**src/rtl/serial_rx_brk.sv**
```systemverilog
module serial_rx_brk #(
  parameter int OVS = 16
) (
  input  logic       clk,
  input  logic       rst_n,
  input  logic       rxd,
  input  logic       tick16,
  input  logic       mode9,
  input  logic       stat_rd,
  input  logic       data_rd,
  output logic [7:0] rx_data,
  output logic       rx_bit8,
  output logic       rx_full,
  output logic       frm_err,
  output logic       brk_flag,
  output logic       ovr_flag,
  output logic       rx_busy
);
  localparam int CW  = $clog2(OVS);
  localparam int MID = OVS / 2;

  typedef enum logic [2:0] {S_IDLE, S_START, S_DATA, S_STOP, S_HOLD} st_t;

  st_t         st;
  logic [CW-1:0] cnt;
  logic [3:0]  idx;
  logic [8:0]  sh;
  logic        m9, prev, armed;

  wire clr  = data_rd & armed;
  wire last = (cnt == CW'(OVS - 1));
  wire done = tick16 && (st == S_STOP) && last;

  assign rx_busy = (st == S_DATA) || (st == S_STOP);

  always_ff @(posedge clk or negedge rst_n) begin
    if (!rst_n) begin
      st   <= S_IDLE;
      cnt  <= '0;
      idx  <= '0;
      sh   <= '0;
      m9   <= 1'b0;
      prev <= 1'b1;
    end else if (tick16) begin
      prev <= rxd;
      case (st)
        S_IDLE:
          if (prev && !rxd) begin
            st  <= S_START;
            cnt <= CW'(1);
          end
        S_START:
          if (cnt == CW'(MID - 1)) begin
            if (!rxd) begin
              st  <= S_DATA;
              cnt <= '0;
              idx <= '0;
              sh  <= '0;
              m9  <= mode9;
            end else begin
              st <= S_IDLE;
            end
          end else begin
            cnt <= cnt + 1'b1;
          end
        S_DATA:
          if (last) begin
            sh[idx] <= rxd;
            cnt     <= '0;
            if (idx == (m9 ? 4'd8 : 4'd7)) st <= S_STOP;
            else idx <= idx + 1'b1;
          end else begin
            cnt <= cnt + 1'b1;
          end
        S_STOP:
          if (last) begin
            st  <= rxd ? S_IDLE : S_HOLD;
            cnt <= '0;
          end else begin
            cnt <= cnt + 1'b1;
          end
        S_HOLD:
          if (rxd) st <= S_IDLE;
        default: st <= S_IDLE;
      endcase
    end
  end

  always_ff @(posedge clk or negedge rst_n) begin
    if (!rst_n) begin
      rx_data  <= '0;
      rx_bit8  <= 1'b0;
      rx_full  <= 1'b0;
      frm_err  <= 1'b0;
      brk_flag <= 1'b0;
      ovr_flag <= 1'b0;
      armed    <= 1'b0;
    end else begin
      if (clr) armed <= 1'b0;
      if (stat_rd) armed <= 1'b1;
      if (clr) begin
        rx_full  <= 1'b0;
        frm_err  <= 1'b0;
        brk_flag <= 1'b0;
        ovr_flag <= 1'b0;
      end
      if (done) begin
        if (rx_full && !clr) begin
          ovr_flag <= 1'b1;
        end else begin
          rx_full  <= 1'b1;
          frm_err  <= !rxd;
          brk_flag <= !rxd && (sh == 9'd0);
          rx_data  <= sh[7:0];
          rx_bit8  <= sh[8];
        end
      end
    end
  end
endmodule


```
**config.mk**
```make
export PLATFORM = sky130hd
export DESIGN_NAME = serial_rx_brk
export DESIGN_NICKNAME = d
export VERILOG_FILES = /design/src/rtl/serial_rx_brk.sv
export SDC_FILE = /design/constraint.sdc
export NUM_CORES = 1
export LEC_CHECK = 0
export BUFFER_PORTS_ARGS = -buffer_cell sky130_fd_sc_hd__buf_2
export CAP_MARGIN = 20
export CORE_MARGIN = 2
export CORE_UTILIZATION = 45
export DETAILED_ROUTE_END_ITERATION = 12
export PLACE_DENSITY = 0.77
export SYNTH_ARGS = -nofsm -noshare
export SYNTH_HDL_FRONTEND = slang
export SYNTH_SLANG_ARGS = --single-unit
```
**constraint.sdc**
```tcl
create_clock -name clk -period 1.8 [get_ports clk]
set_input_delay 0.36 -clock clk [delete_from_list [all_inputs] [get_ports clk]]
set_output_delay 0.36 -clock clk [all_outputs]
set_load 0.01 [all_outputs]
```
==> flow_metrics.env <==
export IMPL_outcome="complete, no violations"
export IMPL_ys_warn_count=0
export IMPL_drt_initial_drc_count=61
export IMPL_p_sw_frac=0.2918
export IMPL_core_area_sq_um=4000
export IMPL_clkLatencyLatePin_ps=290
export IMPL_leakagePower_uw=0.001159
export IMPL_drc=0
export IMPL_clk_pin_slew_ps=70
export IMPL_dp_final_hpwl_mm=2.729
export IMPL_startpoint_type="flip-flop"
export IMPL_synth_edff_count=0
export IMPL_finClkSkew_ps=5.357
export IMPL_syn_mean_instance_area_sq_um=9.852
export IMPL_first_pass_iters=4
export IMPL_dieArea_sq_um=4692
export IMPL_setup_viol_count_final=0
export IMPL_clock_power_share=0.304
export IMPL_worstPathArrival_ps=1880
export IMPL_p_int_uw=1428
export IMPL_syn_area_sq_um=1872
export IMPL_seq_area_sq_um=903.4
export IMPL_synthCells=190
export IMPL_synth_distinct_cells=43
export IMPL_synth_seq_area_share=0.4820
export IMPL_r2r_start="cnt[0]"
export IMPL_drt_met1_wl_mm=1.764
export IMPL_multi_input_area_sq_um=954.7
export IMPL_routed_top_layer="met4"
export IMPL_seqPwrFrac=0.468
export IMPL_start_util=0.4679
export IMPL_wl_per_cell_um=13.84
export IMPL_min_path_type="input pin to async pin"
export IMPL_crit_fanout=4
export IMPL_synth_seq_cells=36
export IMPL_fmax_ghz=0.5867
export IMPL_r2r_cells=5
export IMPL_drive_above_1_share=0.2819
export IMPL_setup_tns_ps=0
export IMPL_critPathKind="flip-flop to flip-flop"
export IMPL_worst_pin_slew_ps=446.1
export IMPL_grt_util_all_layers=0.1876
export IMPL_cts_tree="done"
export IMPL_report_final_slew_viol_count=0
export IMPL_cts_setup_buffers=0
export IMPL_syn_nets=202
export IMPL_r2r_end="rx_data[7]"
export IMPL_p_switching_uw=588.6
export IMPL_cts_num_sinks=36
export IMPL_clockRootBuffer="clkbuf_8"
export IMPL_grt_max_degree=37
export IMPL_overflow=0
export IMPL_cellPowerDensity_nw_per_um2=895.5
export IMPL_area_growth_pct=20.32
export IMPL_period_minus_slack_ps=1704
export IMPL_io_pins=21
export IMPL_wl_met3_um=132
export IMPL_die_h_um=68.50
export IMPL_synth_ff_type="dfrtp_1"
export IMPL_diodes=0
export IMPL_h_tree_depth=2
export IMPL_crit_path_end_kind="flip-flop"
export IMPL_clockBufferDepth=2
export IMPL_relSlewSlack=0.7026
export IMPL_finalHoldViolCount=0
export IMPL_globalplace_congestion=0.8502
export IMPL_maxCapViolCount=0
export IMPL_vias=1522
export IMPL_port_buffers=20
export IMPL_postCtsHoldBufs=0
export IMPL_placementRows=23
export IMPL_finalCritPeriodShare=0.9469
export IMPL_p_comb_frac=0.228
export IMPL_antenna_found_initial=0
export IMPL_wirelength_mm=3.833
export IMPL_synthArstFlopShare=1.000
export IMPL_fill_cells=333
export IMPL_r2r_slack_ps=100
export IMPL_vdd_ir_drop_max_uv=572.7
export IMPL_hold_slack_ps=99.46
export IMPL_grt_pass1_vias=1438
export IMPL_fin_nets=239
export IMPL_rsz0062_at_grt="false"
export IMPL_post_cts_resized=0
export IMPL_die_w_um=68.50
export IMPL_cts_made_buffers=5
export IMPL_drtAntennaViolNets=0
export IMPL_required_ps=1970
export IMPL_vias_per_cell=5.495
export IMPL_grt_pass1_wl_mm=6.541
export IMPL_wl_met2_mm=1.875
==> metrics by stage <==
stage                     area (sq um)  total power (uW)  worst slack (ps)  utilization  instances
final                             2252              2017             95.66       0.5630        277
after global routing              2252              2130             17.23       0.5630        277
after CTS                         2216              2016             45.10       0.5540        276
after detailed placement          2120              1406             81.73       0.5299        269
after global placement            2120              1399             105.5       0.5299        269
after floorplan                   1872              1235             31.68            -        190
==> cells in the final DEF (no fill, tap or decap), types with 2 or more instances in the layout <==
cell type  count
dfrtp_1       34
nor3b_1        2
buf_4         15
a21o_1         2
ha_1           5
clkbuf_8       7
inv_1          6
nor2b_1        5
mux2_2        11
mux2i_1        3
a21oi_1       12
nor3_1         2
o31ai_1        3
nand2_1       34
and3_1         2
nor2_1         7
buf_2         20
nand3b_1       2
nand4_1        3
nand3_1        7
nor4b_2        2
o21ai_0       18
==> flip-flops by register name, summed over array words and instances, names as in the netlist <==
register / cells
rx_data: 8
m9: 1
brk_flag: 1
frm_err: 1
sh: 9
prev: 1
ovr_flag: 1
idx: 4
armed: 1
st: 3
cnt: 4
rx_bit8: 1
rx_full: 1
==> worst max-delay path by stage <==
stage,slack [ps],from,end
after floorplan,30,cnt[0],rx_bit8
after global placement,110,st[1],rx_data[3]
after detailed placement,80,cnt[0],rx_data[4]
after CTS,50,st[1],sh[1]
after global routing,20,cnt[0],sh[2]
final,100,cnt[0],rx_data[7]
==> power by group through the flow <==
| stage | Sequential [uW] | Clock [uW] | Combinational, uW |
|---|---|---|---|
| after global placement | 955 | 0 | 444 |
| after floorplan | 911 | 0 | 324 |
| after global routing | 953 | 663 | 514 |
| after CTS | 942 | 622 | 452 |
| after detailed placement | 956 | 0 | 450 |
| final | 943 | 613 | 460 |
==> cells in the mapped netlist (2+ instances only) <==
cell type	count	share of area
nor2b_1	5	0.017
mux2_2	11	0.066
ha_1	5	0.033
o21ai_0	18	0.048
clkbuf_1	2	0.0040
dfrtp_1	35	0.47
inv_1	6	0.012
nor4b_2	3	0.024
mux2i_1	3	0.016
and3_1	2	0.0067
o31ai_1	3	0.012
nor2_1	7	0.014
nor3_1	2	0.0053
nor3b_1	2	0.0080
nand3_1	7	0.019
nand4_1	3	0.010
a21o_1	2	0.0080
a21oi_1	12	0.032
nand2_1	34	0.068
nand3b_1	2	0.0080
buf_2	4	0.011
==> layout make-up <==
class / count / share of cell area
multi-input combinational: 143 / 0.4239
inverter: 6 / 0.01000
sequential: 36 / 0.4011
clock buffer: 7 / 0.04278
timing repair buffer: 35 / 0.09444
tap: 50 / 0.02778
==> per-layer routing <==
| layer | up-vias | global-route usage |
|---|---|---|
| met5 | - | 0 |
| met4 | 0 | 0.07500 |
| met3 | 7 | 0.04870 |
| met2 | 28 | 0.3053 |
| met1 | 733 | 0.2373 |
| li1 | 754 | - |
==> critical path, cell delays in order (launching register included) <==
cell	delay [ps]
dfrtp_1	380
ha_1	180
and3_1	250
nand4_4	150
a21oi_2	260
mux2_2	370
==> kinds of logic after synthesis <==
logic type	share of synthesized area
AO/OA/AOI/OAI	0.1464
adder cells (fa/ha/maj)	0.03342
buffers and inverters	0.02674
flip-flops	0.4820
multiplexers	0.08222
AND/OR/NAND/NOR	0.2293
Power figures use the tool's default switching activity.
